--- config.mk ---
export PLATFORM = sky130hd
export DESIGN_NAME = trig_gate_seq
export DESIGN_NICKNAME = d
export VERILOG_FILES = /design/src/rtl/tgs_pkg.sv /design/src/rtl/tgs_sync.sv /design/src/rtl/tgs_regs.sv /design/src/rtl/tgs_seq.sv /design/src/rtl/trig_gate_seq.sv
export SDC_FILE = /design/constraint.sdc
export NUM_CORES = 1
export LEC_CHECK = 0
export BUFFER_PORTS_ARGS = -buffer_cell sky130_fd_sc_hd__buf_2
export CAP_MARGIN = 0
export CELL_PAD_IN_SITES_DETAIL_PLACEMENT = 1
export CELL_PAD_IN_SITES_GLOBAL_PLACEMENT = 2
export CORE_ASPECT_RATIO = 0.6
export CORE_MARGIN = 2
export CORE_UTILIZATION = 35
export DETAILED_ROUTE_END_ITERATION = 10
export PLACE_DENSITY = 0.83
export SLEW_MARGIN = 20
export SYNTH_ARGS = -nofsm -noshare
export SYNTH_HDL_FRONTEND = slang
export SYNTH_SLANG_ARGS = --single-unit
--- constraint.sdc ---
create_clock -name clk -period 3.99 [get_ports clk]
set_clock_uncertainty 0.15 [all_clocks]
set_input_delay 0.798 -clock clk [delete_from_list [all_inputs] [get_ports clk]]
set_output_delay 0.798 -clock clk [all_outputs]
set_load 0.02 [all_outputs]
--- src/rtl/tgs_pkg.sv ---
package tgs_pkg;

    typedef enum logic [1:0] {
        ST_OPEN = 2'd0,
        ST_HELD = 2'd1,
        ST_WAIT = 2'd2
    } seq_state_t;

    localparam logic [2:0] ADR_FLT_EN  = 3'd0;
    localparam logic [2:0] ADR_ABT_EN  = 3'd1;
    localparam logic [2:0] ADR_BSY_EN  = 3'd2;
    localparam logic [2:0] ADR_CMD     = 3'd3;
    localparam logic [2:0] ADR_STATUS  = 3'd4;
    localparam logic [2:0] ADR_BSY_PAT = 3'd5;
    localparam logic [2:0] ADR_REJECT  = 3'd6;

    localparam int CMD_ABORT_BIT = 0;
    localparam int CMD_RESET_BIT = 1;

    typedef struct packed {
        logic flt;
        logic slt;
        logic abt;
        logic rst;
    } seq_evt_t;

endpackage

--- src/rtl/tgs_sync.sv ---
module tgs_sync #(
    parameter int W = 8
) (
    input  logic         clk,
    input  logic         rst,
    input  logic [W-1:0] d,
    output logic [W-1:0] q
);
    logic [W-1:0] meta;

    always_ff @(posedge clk) begin
        if (rst) begin
            meta <= '0;
            q    <= '0;
        end else begin
            meta <= d;
            q    <= meta;
        end
    end
endmodule

--- src/rtl/tgs_regs.sv ---
module tgs_regs
    import tgs_pkg::*;
#(
    parameter int NFLT   = 4,
    parameter int NABT   = 4,
    parameter int NBUSY  = 8,
    parameter int REJ_W  = 16,
    parameter int DATA_W = 16
) (
    input  logic              clk,
    input  logic              rst,
    input  logic              wr,
    input  logic [2:0]        addr,
    input  logic [DATA_W-1:0] wdata,
    input  seq_state_t        state,
    input  logic [NBUSY-1:0]  busy_raw,
    input  logic [REJ_W-1:0]  rej_cnt,
    output logic [NFLT-1:0]   flt_en,
    output logic [NABT-1:0]   abt_en,
    output logic [NBUSY-1:0]  bsy_en,
    output logic              man_abort,
    output logic              man_reset,
    output logic              clr_rej,
    output logic [DATA_W-1:0] rdata
);
    logic cmd_wr;
    logic unused_wdata;

    assign cmd_wr       = wr && (addr == ADR_CMD);
    assign clr_rej      = cmd_wr && wdata[CMD_RESET_BIT];
    assign unused_wdata = ^wdata;

    always_ff @(posedge clk) begin
        if (rst) begin
            flt_en    <= '0;
            abt_en    <= '0;
            bsy_en    <= '0;
            man_abort <= 1'b0;
            man_reset <= 1'b0;
        end else begin
            man_abort <= cmd_wr && wdata[CMD_ABORT_BIT];
            man_reset <= cmd_wr && wdata[CMD_RESET_BIT];
            if (wr) begin
                case (addr)
                    ADR_FLT_EN: flt_en <= wdata[NFLT-1:0];
                    ADR_ABT_EN: abt_en <= wdata[NABT-1:0];
                    ADR_BSY_EN: bsy_en <= wdata[NBUSY-1:0];
                    default: ;
                endcase
            end
        end
    end

    always_comb begin
        rdata = '0;
        case (addr)
            ADR_FLT_EN:  rdata[NFLT-1:0]  = flt_en;
            ADR_ABT_EN:  rdata[NABT-1:0]  = abt_en;
            ADR_BSY_EN:  rdata[NBUSY-1:0] = bsy_en;
            ADR_STATUS:  rdata[1:0]       = state;
            ADR_BSY_PAT: rdata[NBUSY-1:0] = busy_raw;
            ADR_REJECT:  rdata[REJ_W-1:0] = rej_cnt;
            default:     rdata            = '0;
        endcase
    end
endmodule

--- src/rtl/tgs_seq.sv ---
module tgs_seq
    import tgs_pkg::*;
#(
    parameter int REJ_W = 16
) (
    input  logic             clk,
    input  logic             rst,
    input  logic             flt_lvl,
    input  logic             slt_lvl,
    input  logic             abt_lvl,
    input  logic             busy_lvl,
    input  logic             clr_rej,
    output seq_state_t       state,
    output logic             rst_pulse,
    output logic [REJ_W-1:0] rej_cnt
);
    localparam logic [REJ_W-1:0] REJ_MAX = {REJ_W{1'b1}};

    logic       flt_prev, slt_prev, abt_prev, busy_prev;
    seq_evt_t   evt;
    seq_state_t nxt;
    logic       accept, reject;

    always_comb begin
        evt.flt   = flt_lvl  & ~flt_prev;
        evt.slt   = slt_lvl  & ~slt_prev;
        evt.abt   = abt_lvl  & ~abt_prev;
        evt.rst   = busy_prev & ~busy_lvl;
        rst_pulse = evt.rst;
        accept    = evt.flt && (state == ST_OPEN) && !evt.rst;
        reject    = evt.flt && !accept;
        nxt       = state;
        if (evt.rst) begin
            nxt = ST_OPEN;
        end else begin
            case (state)
                ST_OPEN: if (accept) nxt = ST_HELD;
                ST_HELD: if (evt.slt || evt.abt) nxt = ST_WAIT;
                default: nxt = ST_WAIT;
            endcase
        end
    end

    always_ff @(posedge clk) begin
        if (rst) begin
            state     <= ST_OPEN;
            flt_prev  <= 1'b0;
            slt_prev  <= 1'b0;
            abt_prev  <= 1'b0;
            busy_prev <= 1'b0;
            rej_cnt   <= '0;
        end else begin
            state     <= nxt;
            flt_prev  <= flt_lvl;
            slt_prev  <= slt_lvl;
            abt_prev  <= abt_lvl;
            busy_prev <= busy_lvl;
            if (clr_rej)
                rej_cnt <= '0;
            else if (reject && rej_cnt != REJ_MAX)
                rej_cnt <= rej_cnt + 1'b1;
        end
    end
endmodule

--- src/rtl/trig_gate_seq.sv ---
module trig_gate_seq
    import tgs_pkg::*;
#(
    parameter int NFLT   = 4,
    parameter int NABT   = 4,
    parameter int NBANK  = 2,
    parameter int BANK_W = 4,
    parameter int REJ_W  = 16,
    parameter int DATA_W = 16
) (
    input  logic                    clk,
    input  logic                    rst,
    input  logic [NFLT-1:0]         flt_in,
    input  logic [NABT-1:0]         abort_in,
    input  logic                    slt_in,
    input  logic [NBANK*BANK_W-1:0] busy_in,
    input  logic                    reg_wr,
    input  logic [2:0]              reg_addr,
    input  logic [DATA_W-1:0]       reg_wdata,
    output logic [DATA_W-1:0]       reg_rdata,
    output logic                    flt_latched,
    output logic                    abort_out,
    output logic                    busy_out,
    output logic                    reset_pulse
);
    localparam int NBUSY  = NBANK * BANK_W;
    localparam int SYNC_W = NFLT + NABT + 1 + NBUSY;

    logic [SYNC_W-1:0] sync_q;
    logic [NFLT-1:0]   flt_s, flt_en;
    logic [NABT-1:0]   abt_s, abt_en;
    logic              slt_s;
    logic [NBUSY-1:0]  busy_s, bsy_en;
    logic [NBANK-1:0]  bank_busy;
    logic              man_abort, man_reset, clr_rej;
    logic              flt_lvl;
    logic [REJ_W-1:0]  rej_cnt;
    seq_state_t        state;

    tgs_sync #(.W(SYNC_W)) u_sync (
        .clk (clk),
        .rst (rst),
        .d   ({flt_in, abort_in, slt_in, busy_in}),
        .q   (sync_q)
    );

    assign {flt_s, abt_s, slt_s, busy_s} = sync_q;

    genvar g;
    generate
        for (g = 0; g < NBANK; g++) begin : g_bank
            assign bank_busy[g] = |(busy_s[g*BANK_W +: BANK_W] & bsy_en[g*BANK_W +: BANK_W]);
        end
    endgenerate

    assign flt_lvl   = |(flt_s & flt_en);
    assign abort_out = (|(abt_s & abt_en)) | man_abort;
    assign busy_out  = (|bank_busy) | man_reset;

    tgs_regs #(
        .NFLT(NFLT), .NABT(NABT), .NBUSY(NBUSY), .REJ_W(REJ_W), .DATA_W(DATA_W)
    ) u_regs (
        .clk       (clk),
        .rst       (rst),
        .wr        (reg_wr),
        .addr      (reg_addr),
        .wdata     (reg_wdata),
        .state     (state),
        .busy_raw  (busy_s),
        .rej_cnt   (rej_cnt),
        .flt_en    (flt_en),
        .abt_en    (abt_en),
        .bsy_en    (bsy_en),
        .man_abort (man_abort),
        .man_reset (man_reset),
        .clr_rej   (clr_rej),
        .rdata     (reg_rdata)
    );

    tgs_seq #(.REJ_W(REJ_W)) u_seq (
        .clk       (clk),
        .rst       (rst),
        .flt_lvl   (flt_lvl),
        .slt_lvl   (slt_s),
        .abt_lvl   (abort_out),
        .busy_lvl  (busy_out),
        .clr_rej   (clr_rej),
        .state     (state),
        .rst_pulse (reset_pulse),
        .rej_cnt   (rej_cnt)
    );

    assign flt_latched = (state != ST_OPEN);
endmodule

==> results.ini <==
[critical_path]
r2r_slack_ns=1.55
startpoint_type=primary input
required_ns=3.04
ff2ff_path_depth=6
r2r_start=u_seq.rej_cnt[0]
worstSetupPathType=in2out
critPathArrivalTime_ns=2.28
path_max_fanout=15
endpoint_kind=output pin
worstReg2RegEnd=u_seq.rej_cnt[10]

[placement]
port_buffers=50
post-place-ws_ns=0.7919
place.gp.congestion=0.8344
dp_hpwl_mm=6.489

[cts]
h-tree-depth=3
cts_resized=0
cts_setup_buffers=0
cts_buffers=9
insertion_delay_ns=0.33
root_buffer=clkbuf_16
clk_path_buf_depth=2
clk_pin_slew_ns=0.06
cts_tree=built
cts.sinks=74
cts_hold_buf=0

[logic_synthesis]
postSynthCellCount=348
synth_area_per_cell_um2=8.992
synth_xor_area_frac=0
synth_compound_area_frac=0.1627
synth_top_area_share=0.4734
yosys.area.top_type=dfxtp_1
ys_seq_elements=74
synth_area_um2=3129
yosysSeqAreaShare=0.4734
yosysUniqueCellTypes=50
synth_top_family_by_area=simple AND/OR/NAND/NOR gates
synth_edf_count=0
syn_nets=388
yosys-top-cells-area=dfxtp_1 (47%), nor2b_1 (8.0%), a21oi_1 (4.8%)
ys.flop_type=dfxtp_1
muxShareOfSynthArea=0.04838
synthSimpleGateAreaFrac=0.2795
synth_warnings=0
synthArstFlopShare=0
synth_adder_area_share=0.003998

[power_and_ir_drop]
p_per_area_nw_per_um2=449.5
leakage_nw=1.513
vdd_drop_max_uv=218.7

[grt]
grt_overflow=0
grt_max_degree=44
use_met3=0.06490
grtUsageMet1=0.2899
use_met2=0.2538
grt_pass1_wl_mm=14.40
track_usage=0.1905
grt_pass1_vias=2673
top_usage_layer=met1
antenna_found_initial=1

[cells_and_area]
area_growth_pct=20.63
seqCellArea_um2=1481
nNetsFinal=432
layout_commonest_cell=dfxtp_1
final_layout_size_suffix_gt1_frac=0.1965
multiInputGateArea_um2=1548
layout_common_cells=dfxtp_1 (74), buf_2 (50), nor2b_1 (40), nand2_1 (30), a21oi_1 (30)
fillCellCount=1037

[route]
detail_route.wl_per_cell_um=17.25
drt-pass1-iter-count=4
drtIter0Drc=157
drc=0
routed_wl_mm=8.798
vias=2687
via_per_inst=5.269
ant_nets=0

[sta]
final_max_slew_viol_count=0
fin_crit_sh=0.8099
setup_viol=0
rsz0062_at_grt=false
hold_viol_final=0
tns_ns=0
clock.fmax_mhz=309.5
fin_ws_ns=0.7585
worst_slew_pin_slew_ns=1.024
max_slew_margin=0.2996
hold_slack_ns=0.2877
min_period_ns=3.232

[worst_hold_path]
min_from=u_sync.meta[1]
hold_depth=1
hold_end=u_sync.q[1]
min-delay-path-class=reg2reg

[floorplanning]
io_pins=59
start_util=0.3644
fp.dieH_um=77.24
rows=26
core_um2=8588
dieArea_um2=9738
die_w_um=126.1

[outcome]
outcome=complete, no violations

[run]
maxCapViolCount=0

## worst max-delay path by stage
stage / start / endpoint / slack [ns] / cells after the start
2_1_floorplan: reg_addr[1] / reg_rdata[2] / 1.23 / 5
3_3_place_gp: reg_addr[1] / reg_rdata[5] / 0.84 / 6
3_5_place_dp: reg_addr[1] / reg_rdata[5] / 0.79 / 6
4_1_cts: reg_addr[1] / reg_rdata[5] / 0.79 / 6
5_1_grt: reg_addr[0] / reg_rdata[2] / 0.63 / 5
6_report: reg_addr[1] / reg_rdata[5] / 0.76 / 6
## synthesized netlist by cell type (3+ instances only)
| master | number |
|---|---|
| a22o_1 | 8 |
| mux2i_1 | 14 |
| a21oi_1 | 30 |
| nor2b_1 | 40 |
| nor3_1 | 4 |
| nand3_1 | 9 |
| inv_1 | 7 |
| and2_1 | 8 |
| clkbuf_1 | 14 |
| and3_1 | 9 |
| and4_1 | 3 |
| a211oi_1 | 3 |
| o31ai_1 | 3 |
| nor2_1 | 25 |
| dfxtp_1 | 74 |
| nand4_1 | 4 |
| or3_1 | 9 |
| a22oi_1 | 4 |
| a21o_1 | 3 |
| o21ai_0 | 7 |
| buf_1 | 3 |
| or4_1 | 3 |
| nand2_1 | 30 |
## per-stage QoR
stage / cell area [µm²] / utilization / std cells / power (mW)
after floorplan: 3129 / - / 348 / 0.8406
final: 3775 / 0.4395 / 510 / 1.697
after global placement: 3461 / 0.4030 / 493 / 0.8773
after global routing: 3772 / 0.4392 / 509 / 1.759
after CTS: 3772 / 0.4392 / 509 / 1.712
after detailed placement: 3461 / 0.4030 / 493 / 0.8810
## layout make-up
type / instances / share of cell area
Clock inverter: 6 / 0.01922
Tap cell: 112 / 0.03712
Multi-Input combinational cell: 248 / 0.4100
Sequential cell: 74 / 0.3924
Timing Repair Buffer: 52 / 0.07027
Clock buffer: 10 / 0.06331
Antenna cell: 1 / 0.0006629
Inverter: 7 / 0.006961
## report_power, final
group / total (mW) / switching [mW] / internal [mW]
logic: 0.0948 / 0.0588 / 0.0359
clock network: 0.832 / 0.325 / 0.507
registers: 0.770 / 0.0101 / 0.760
## sequential cells by signal, indices dropped and copies added, names as in the netlist, 2 cells and up
register,cells
u_regs.abt_en,4
u_sync.q,17
u_regs.flt_en,4
u_sync.meta,17
u_seq.state,2
u_regs.bsy_en,8
u_seq.rej_cnt,16
## metal layers
metal | up-vias | wire, µm
met2 | 65 | 3350
met3 | 6 | 532
met5 | - | 0
li1 | 1326 | -
met4 | 0 | 68
met1 | 1290 | 4846
## worst max-delay path, cell delays in order
cell	delay [ns]
buf_2	0.27
nor2b_1	0.26
buf_4	0.24
nor2b_1	0.30
a22o_1	0.23
buf_2	0.18
## cell families after synthesis
| family | after synthesis |
|---|---|
| AOI/OAI and AO/OA | 77 |
| adders and majority gates | 1 |
| buffers and inverters | 26 |
| DFF | 74 |
| muxes | 15 |
| and+or+nand+nor | 155 |
No activity file was read; power rests on OpenSTA's default activity.
